**config.mk**
```make
export PLATFORM = sky130hd
export DESIGN_NAME = opnd_ea_seq
export DESIGN_NICKNAME = d
export VERILOG_FILES = /design/src/rtl/opnd_ea_pkg.sv /design/src/rtl/opnd_ea_step.sv /design/src/rtl/opnd_ea_plan.sv /design/src/rtl/opnd_ea_seq.sv
export SDC_FILE = /design/constraint.sdc
export NUM_CORES = 1
export LEC_CHECK = 0
export ABC_AREA = 0
export BUFFER_PORTS_ARGS = -buffer_cell sky130_fd_sc_hd__buf_2
export CAP_MARGIN = 30
export CORE_AREA = 2 2 106 128
export CTS_BUF_LIST = sky130_fd_sc_hd__clkbuf_2 sky130_fd_sc_hd__clkbuf_4 sky130_fd_sc_hd__clkbuf_8
export DETAILED_ROUTE_END_ITERATION = 7
export DIE_AREA = 0 0 108 130
export PLACE_DENSITY = 0.83
export SETUP_SLACK_MARGIN = 0.4
export SLEW_MARGIN = 30
export SYNTH_ARGS = -nofsm -noshare
export SYNTH_HDL_FRONTEND = slang
export SYNTH_SLANG_ARGS = --single-unit
```
**constraint.sdc**
```tcl
create_clock -name clk -period 6.24 [get_ports clk]
set_clock_uncertainty 0.05 [all_clocks]
set_input_delay 0.312 -clock clk [delete_from_list [all_inputs] [get_ports clk]]
set_output_delay 0.312 -clock clk [all_outputs]
set_load 0.01 [all_outputs]
```
**src/rtl/opnd_ea_pkg.sv**
```systemverilog
package opnd_ea_pkg;
  typedef enum logic [1:0] {
    ST_IDLE = 2'd0,
    ST_EXT  = 2'd1,
    ST_PTR  = 2'd2,
    ST_DONE = 2'd3
  } ea_state_e;

  // mode[2:1] groups; mode[0] adds one level of indirection
  localparam logic [1:0] GRP_PLAIN = 2'd0;
  localparam logic [1:0] GRP_POSTI = 2'd1;
  localparam logic [1:0] GRP_PRED  = 2'd2;
  localparam logic [1:0] GRP_INDEX = 2'd3;
endpackage

```
**src/rtl/opnd_ea_step.sv**
```systemverilog
module opnd_ea_step #(
  parameter int DW         = 16,
  parameter int RW         = 3,
  parameter int WIDE_FIRST = 6
) (
  input  logic          byte_op,
  input  logic [RW-1:0] reg_idx,
  output logic [DW-1:0] step
);
  localparam logic [RW-1:0] WF = RW'(WIDE_FIRST);

  always_comb begin
    if (!byte_op || (reg_idx >= WF)) step = DW'(2);
    else                             step = DW'(1);
  end
endmodule

```
**src/rtl/opnd_ea_plan.sv**
```systemverilog
module opnd_ea_plan
  import opnd_ea_pkg::*;
#(
  parameter int DW     = 16,
  parameter int RW     = 3,
  parameter int PC_IDX = 7
) (
  input  logic [2:0]    mode,
  input  logic [RW-1:0] reg_idx,
  input  logic [DW-1:0] reg_val,
  input  logic [DW-1:0] pc_val,
  input  logic [DW-1:0] step,
  output logic          is_reg,
  output logic          need_ext,
  output logic          need_ptr,
  output logic [DW-1:0] first_addr,
  output logic [DW-1:0] ext_base,
  output logic          wb_en,
  output logic [RW-1:0] wb_reg,
  output logic [DW-1:0] wb_data
);
  localparam logic [DW-1:0] TWO = DW'(2);
  localparam logic [RW-1:0] PCR = RW'(PC_IDX);

  logic [DW-1:0] eff_step;
  logic [DW-1:0] pre_dec;

  assign eff_step = mode[0] ? TWO : step;
  assign pre_dec  = reg_val - eff_step;

  always_comb begin
    is_reg     = 1'b0;
    need_ext   = 1'b0;
    need_ptr   = mode[0] && (mode[2:1] != GRP_PLAIN);
    first_addr = reg_val;
    ext_base   = reg_val;
    wb_en      = 1'b0;
    wb_reg     = reg_idx;
    wb_data    = reg_val;
    unique case (mode[2:1])
      GRP_PLAIN: begin
        is_reg = !mode[0];
      end
      GRP_POSTI: begin
        wb_en   = 1'b1;
        wb_data = reg_val + eff_step;
      end
      GRP_PRED: begin
        first_addr = pre_dec;
        wb_en      = 1'b1;
        wb_data    = pre_dec;
      end
      default: begin
        need_ext   = 1'b1;
        first_addr = pc_val;
        ext_base   = (reg_idx == PCR) ? (pc_val + TWO) : reg_val;
        wb_en      = 1'b1;
        wb_reg     = PCR;
        wb_data    = pc_val + TWO;
      end
    endcase
  end
endmodule

```
**src/rtl/opnd_ea_seq.sv**
```systemverilog
module opnd_ea_seq
  import opnd_ea_pkg::*;
#(
  parameter int DW   = 16,
  parameter int NREG = 8
) (
  input  logic                 clk,
  input  logic                 rst_n,
  input  logic                 spec_valid,
  output logic                 spec_ready,
  input  logic [2:0]           spec_mode,
  input  logic [$clog2(NREG)-1:0] spec_reg,
  input  logic                 spec_byte,
  input  logic [NREG*DW-1:0]   reg_file,
  output logic                 mem_rd_valid,
  input  logic                 mem_rd_ready,
  output logic [DW-1:0]        mem_rd_addr,
  input  logic [DW-1:0]        mem_rd_data,
  output logic                 res_valid,
  input  logic                 res_ready,
  output logic                 res_is_reg,
  output logic [$clog2(NREG)-1:0] res_reg,
  output logic [DW-1:0]        res_addr,
  output logic                 res_trap,
  output logic                 wb_en,
  output logic [$clog2(NREG)-1:0] wb_reg,
  output logic [DW-1:0]        wb_data
);
  localparam int RW     = $clog2(NREG);
  localparam int PC_IDX = NREG - 1;
  localparam int SP_IDX = NREG - 2;

  // unpack register snapshot
  logic [DW-1:0] regs [NREG];
  for (genvar g = 0; g < NREG; g++) begin : g_unpack
    assign regs[g] = reg_file[g*DW +: DW];
  end

  logic [DW-1:0] sel_val;
  assign sel_val = regs[spec_reg];

  logic [DW-1:0] step;
  opnd_ea_step #(.DW(DW), .RW(RW), .WIDE_FIRST(SP_IDX)) u_step (
    .byte_op (spec_byte),
    .reg_idx (spec_reg),
    .step    (step)
  );

  logic          p_is_reg, p_need_ext, p_need_ptr, p_wb_en;
  logic [DW-1:0] p_first, p_base, p_wb_data;
  logic [RW-1:0] p_wb_reg;

  opnd_ea_plan #(.DW(DW), .RW(RW), .PC_IDX(PC_IDX)) u_plan (
    .mode       (spec_mode),
    .reg_idx    (spec_reg),
    .reg_val    (sel_val),
    .pc_val     (regs[PC_IDX]),
    .step       (step),
    .is_reg     (p_is_reg),
    .need_ext   (p_need_ext),
    .need_ptr   (p_need_ptr),
    .first_addr (p_first),
    .ext_base   (p_base),
    .wb_en      (p_wb_en),
    .wb_reg     (p_wb_reg),
    .wb_data    (p_wb_data)
  );

  ea_state_e     state;
  logic [DW-1:0] addr_q, base_q, wb_data_q;
  logic          need_ptr_q, byte_q, is_reg_q, wb_en_q, fetch_trap_q;
  logic [RW-1:0] reg_q, wb_reg_q;

  logic in_fetch;
  assign in_fetch = (state == ST_EXT) || (state == ST_PTR);

  always_ff @(posedge clk) begin
    if (!rst_n) begin
      state        <= ST_IDLE;
      addr_q       <= '0;
      base_q       <= '0;
      wb_data_q    <= '0;
      need_ptr_q   <= 1'b0;
      byte_q       <= 1'b0;
      is_reg_q     <= 1'b0;
      wb_en_q      <= 1'b0;
      fetch_trap_q <= 1'b0;
      reg_q        <= '0;
      wb_reg_q     <= '0;
    end else begin
      unique case (state)
        ST_IDLE: begin
          if (spec_valid) begin
            addr_q       <= p_first;
            base_q       <= p_base;
            need_ptr_q   <= p_need_ptr;
            byte_q       <= spec_byte;
            is_reg_q     <= p_is_reg;
            reg_q        <= spec_reg;
            wb_en_q      <= p_wb_en;
            wb_reg_q     <= p_wb_reg;
            wb_data_q    <= p_wb_data;
            fetch_trap_q <= 1'b0;
            if (p_need_ext)      state <= ST_EXT;
            else if (p_need_ptr) state <= ST_PTR;
            else                 state <= ST_DONE;
          end
        end
        ST_EXT: begin
          if (addr_q[0]) begin
            fetch_trap_q <= 1'b1;
            state        <= ST_DONE;
          end else if (mem_rd_ready) begin
            addr_q <= base_q + mem_rd_data;
            state  <= need_ptr_q ? ST_PTR : ST_DONE;
          end
        end
        ST_PTR: begin
          if (addr_q[0]) begin
            fetch_trap_q <= 1'b1;
            state        <= ST_DONE;
          end else if (mem_rd_ready) begin
            addr_q <= mem_rd_data;
            state  <= ST_DONE;
          end
        end
        default: begin
          if (res_ready) state <= ST_IDLE;
        end
      endcase
    end
  end

  assign spec_ready   = (state == ST_IDLE);
  assign mem_rd_valid = in_fetch && !addr_q[0];
  assign mem_rd_addr  = addr_q;

  assign res_valid  = (state == ST_DONE);
  assign res_is_reg = is_reg_q;
  assign res_reg    = reg_q;
  assign res_addr   = addr_q;
  assign res_trap   = fetch_trap_q || (!is_reg_q && !byte_q && addr_q[0]);
  assign wb_en      = wb_en_q && !res_trap;
  assign wb_reg     = wb_reg_q;
  assign wb_data    = wb_data_q;
endmodule

```
* Yosys cells after proc, flatten, opt, wreduce, memory -nomap -nowiden
Index checks and enable logic that the tools add are counted.
** Operators by class
- Multiply operators :: 0
- Multiplexer cells :: 31
- Magnitude comparators :: 2
- Add/subtract/negate cells :: 4
- Div/mod/pow operators :: 0
- Eq/ne operators :: 14
- Shift operators :: 0
- Reductions and logical operators :: 28
- Bitwise operators :: 1
** Operators with widths (count)
- two-way mux 16 bit :: 9
- case mux 16 bit (3 select lines) :: 2
- binary-select mux 16 bit (select 3 bit) :: 1
- adder 16 bit :: 2
- case mux 16 bit (2 select lines) :: 1
- two-way mux 2 bit :: 9
- adder 16 x 2 -> 16 bit, second input constant :: 1
- subtractor 16 bit :: 1
- inequality test 2 bit, second input constant :: 5
- == test 2 bit, second input constant :: 3
- zero test 1 bit :: 6
- two-way mux 1 bit :: 6
- inequality test 3 bit, second input constant :: 2
- case mux 2 bit (3 select lines) :: 1
- AND reduction 6 bit :: 1
- logical AND 1 bit :: 5
- == test 2 x 1 -> 1 bit, second input constant :: 2
- greater-or-equal comparator 4 bit, second input constant :: 1
- zero test 2 bit :: 2
- inverter 3 -> 4 bit :: 1
- AND reduction 2 bit :: 2
- AND reduction 4 bit :: 1
- nonzero test 2 bit :: 2
- nonzero test 4 bit :: 1
- 10 further kinds :: 13
** Word-level totals
- Memories :: 0
- Bits in writable memories :: 0
- Memory bits (read-only) :: 0
- Input bits :: 156
- Output and inout port bits :: 60
- Register bits after elaboration :: 61
- Logic and storage cells :: 92
- Bits in latches :: 0

* Longest topological paths before layout
- Word-level depth :: 8
- Depth in mapped cells :: 17
- Depth with buffers taken out :: 13

* Modules after synthesis
From an unflattened synthesis, not the netlist that was laid out.
** Second synthesis, totals
- Cell total of the unflattened synthesis :: 974
- Area total of the unflattened synthesis :: 7654.8 sq um
** Modules (own cells, without submodules)
- opnd_ea_seq :: sequential area each 1221.2 sq um, cells each 533, area each 4626.9 sq um, instances 1
- opnd_ea_plan :: sequential area each 0.0 sq um, cells each 424, area each 2901.5 sq um, instances 1
- opnd_ea_step :: sequential area each 0.0 sq um, cells each 17, area each 126.4 sq um, instances 1

* Worst setup path after synthesis
No wires, ideal clock.
- Path type :: in2reg
- Start point :: in spec_reg[0]
- End point :: reg addr_q[12], in the netlist mem_rd_addr[12]
- Buffers on the path :: 3
- Stages :: 13
- Slack :: 2.163 ns
- Library setup time :: 0.078 ns
- Required time :: 6.112 ns
- Arrival :: 3.950 ns
- Path through :: buf_2 > buf_1 > clkbuf_1 > mux4_2 > mux2_2 > fa_1 > inv_1 > o211a_1 > nand4_1 > nor2_1 > nor4_1 > a311o_1 > nor3_1
** On the way
- Word-level cells in the longest chain between the ends :: 8
- Elaborated cells on any way between the ends :: 12
- Classes of those cells :: add/sub: 1; order compare: 1; mux: 8; bitwise: 1; reduce/logical: 1
** Ends and longest elaborated chain
- start, declared :: line opnd_ea_seq.sv:12 : input logic [$clog2(NREG)-1:0] spec_reg,
- greater-or-equal comparator 3 bit or inverter 3 -> 4 bit (tied branches) :: line opnd_ea_step.sv:13, opnd_ea_seq.sv:40
- logical OR 1 bit or binary-select mux 16 bit (select 3 bit) (tied branches) :: line opnd_ea_step.sv:13, opnd_ea_seq.sv:40
- two-way mux 2 bit or two-way mux 16 bit (tied branches) :: line opnd_ea_step.sv:13, opnd_ea_seq.sv:40
- two-way mux 2 bit or two-way mux 16 bit (tied branches) :: line opnd_ea_plan.sv:28, opnd_ea_seq.sv:40
- subtractor 16 bit :: line opnd_ea_plan.sv:29 : assign pre_dec = reg_val - eff_step;
- case mux 16 bit (2 select lines) * :: line opnd_ea_plan.sv:40 : unique case (mode[2:1])
- two-way mux 16 bit * :: line opnd_ea_seq.sv:93 : if (spec_valid) begin
- case mux 16 bit (3 select lines) * :: line opnd_ea_seq.sv:91 : unique case (state)
- end signal, assigned :: line opnd_ea_seq.sv:94 : addr_q <= p_first;
- end signal, assigned :: line opnd_ea_seq.sv:114 : addr_q <= base_q + mem_rd_data;
- end signal, assigned :: line opnd_ea_seq.sv:123 : addr_q <= mem_rd_data;
- end, declared :: line opnd_ea_seq.sv:70 : logic [DW-1:0] addr_q, base_q, wb_data_q;
Mark *: on every way between the ends. The rest lies on a longest branch, timed or not. The select of a mux whose other input is x is not followed.
A chain may end at the register's enable or synchronous reset.

* Final worst setup path
Same ends and word-level chain as after synthesis.

==> results_dict.tcl <==
set metrics [dict create \
    outcome "finished clean" \
    async_flop_share 0 \
    crit_type "primary input to flip-flop" \
    clk_latency_ns 0.35 \
    rsz0062_at_grt "no" \
    cts_buffers 9 \
    fill_cells 1216 \
    cellLeakagePower_uw 0.003164 \
    power_frac_seq 0.270 \
    drt_iter0_drc 604 \
    layout-drive-gt1-share 0.3162 \
    grt_pass1_wl_um 31680 \
    cts_root_buf "clkbuf_8" \
    routed_wl_um 20340 \
    use_met1 0.3646 \
    slew-limit-headroom 0.3883 \
    synth_edf_count 0 \
    chipWidth_um 108 \
    period_share 0.6313 \
    slew_violations 0 \
    switching_share 0.4565 \
    die_area_um2 14040 \
    syn_inst 784 \
    setup_viol 0 \
    hold_class "primary input to flip-flop" \
    cts_htree_levels 3 \
    grt_pass1_vias 6175 \
    die_height_um 130 \
    clock-sinks 61 \
    worstHoldStart "spec_byte" \
    ys_seq_elements 61 \
    internal_power_uw 1160 \
    crit_path_start "spec_reg[0]" \
    area_delta_synth_final_pct 19.04 \
    grt_use_total 0.2851 \
    dp.cells 1104 \
    avgViaCountPerCell 6.140 \
    cts_resized 0 \
    antenna_found_initial 0 \
    hold_violations 0 \
    drtPass1Iterations 5 \
    critPathMaxFanout 29 \
    fin_crit_ns 3.939 \
    synth_flop_cell "dfxtp_1" \
    combPwrFrac 0.565 \
    stdcell_count 1120 \
    worstReg2RegStart "state[0]$_SDFFE_PN0P_" \
    core_area_um2 12950 \
    synth.distinct_cells 71 \
    maxCapViolCount 0 \
    cts-hold-fix-buffers 0 \
    cp-start-kind "primary input" \
    cts.clk_slew.worst_paths_ns 0.08 \
    ios 216 \
    std_cell_rows 46 \
    cts_tree "built" \
    tns_ns 0 \
    cp.required_ns 6.46 \
    via_count 6877 \
    gp_congestion 0.9367 \
    num-nets-final 1131 \
    port_buffers 215 \
    cts_setup_buffers 0 \
    hpwl_um 15890 \
    wl_per_cell_um 18.16 \
    pwr_density_cell_nw_per_um2 286.3 \
    timing.fmax_ghz 0.2539 \
    worstMarginPinSlew_ns 0.9176 \
    initial_core_util 0.4835 \
    ys_seq_area_frac 0.1950 \
    arrival_ns 4.16 \
    critPathCaptureType "flip-flop" \
    detail-route-antenna-nets 0 \
    synth_fp_nets 968 \
    grt-ovfl-total 0 \
    vdd_ir_drop_max_mv 0.1686 \
    met3_usage 0.04745 \
    antenna-diode-count 0 \
    use_met2 0.4917 \
    power.switching_uw 974.1 \
    clk_path_buf_depth 2 \
    drc 0 \
    syn_avg_cell_area_um2 7.986 \
    grt_max_degree 60 \
    pwr-share-clk 0.165 \
    final_common_cell "buf_2" \
    busiest_layer "met2" \
    syn_area_um2 6261 \
    synth_warnings 0 \
    final_cell_mix "buf_2 (215), nand2_1 (93), nor2_1 (69)" \
]
==> worst max-delay path, cell delays in order <==
cell     delay [ns]
buf_2          0.56
mux4_2         0.58
mux2_2         0.32
inv_1          0.07
ha_1           0.17
inv_1          0.06
fa_1           0.44
inv_1          0.10
o211a_1        0.17
nand4_1        0.37
nor2_1         0.40
nor4_1         0.10
a311o_1        0.36
nor3_1         0.13
==> through the flow <==
stage	setup WS [ns]	hold slack (ns)	utilization	instance area, um^2	total power [uW]
global route	2.069	0.1745	0.5756	7453	2290
floorplan	2.163	0.3914	-	6261	1421
CTS	2.398	0.1718	0.5756	7453	2122
detailed placement	2.047	0.4010	0.5609	7263	1776
global placement	2.129	0.3975	0.5609	7263	1756
finish	2.301	0.1802	0.5756	7453	2134
==> path summary, 6_finish.rpt <==
check | endpoint | slack, ns | cells after the start
worst min-delay path | byte_q$_SDFFE_PN0P_ | 0.18 | 3
worst max register to register | mem_rd_addr[12]$_SDFFE_PN0P_ | 3.43 | 10
worst max-delay path | mem_rd_addr[12]$_SDFFE_PN0P_ | 2.30 | 14
worst min register to register | wb_data[12]$_SDFFE_PN0P_ | 0.41 | 2
==> power by group through the flow <==
stage	Sequential (uW)	Clock, uW	Combinational, uW
2_1_floorplan	596	0	825
3_3_place_gp	583	0	1170
3_5_place_dp	585	0	1190
4_1_cts	577	349	1200
5_1_grt	589	368	1330
6_report	576	353	1200
==> per-layer routing <==
metal,vias to the layer above,share of wire,wire (um)
li1,3263,-,-
met1,3201,0.40,8211
met2,372,0.49,9935
met3,41,0.083,1691
met4,0,0.025,499
met5,-,0,0
==> cells in the mapped netlist, drive strengths merged, types with 5 or more instances <==
cell	instances	area, um^2
a211oi	19	142.6
a21boi	18	135.1
a21oi	40	200.2
a221oi	5	43.79
a22o	5	43.79
a22oi	9	67.56
a31oi	5	31.28
and2	8	50.05
and3	5	31.28
buf	30	190.2
clkbuf	41	153.9
dfxtp	61	1221
ha	25	312.8
inv	18	67.56
mux2	16	183.9
mux2i	12	120.1
mux4	31	705.7
nand2	93	349.1
nand2b	9	56.30
nand3	18	90.09
nand4	10	62.56
nor2	69	259.0
nor2b	14	87.58
nor3	21	105.1
nor3b	8	60.06
nor4	7	43.79
o211ai	18	135.1
o21a	8	60.06
o21ai	50	250.2
o221a	5	56.30
o22ai	5	31.28
o31ai	8	60.06
or3	7	53.80
xnor2	13	113.9
xor2	15	131.4
==> kinds of logic after synthesis <==
logic type / Yosys count / share of synthesized area
AO/OA/AOI/OAI: 238 / 0.2636
multiplexers: 59 / 0.1613
XOR/XNOR: 28 / 0.03917
adder cells (fa/ha/maj): 28 / 0.05955
flip-flops: 61 / 0.1950
AND/OR/NAND/NOR: 281 / 0.2156
buffers and inverters: 89 / 0.06575
==> cell type report <==
| type | count | area [um^2] | area share |
|---|---|---|---|
| inverters | 18 | 67.56 | 0.009065 |
| clock inverters | 7 | 66.31 | 0.008897 |
| multi-input cells | 634 | 4628 | 0.6210 |
| repair buffers | 223 | 1136 | 0.1524 |
| flip-flops and latches | 61 | 1221 | 0.1638 |
| clock buffers | 9 | 123.9 | 0.01662 |
| well taps | 168 | 210.2 | 0.02820 |
Power figures use the tool's default switching activity.
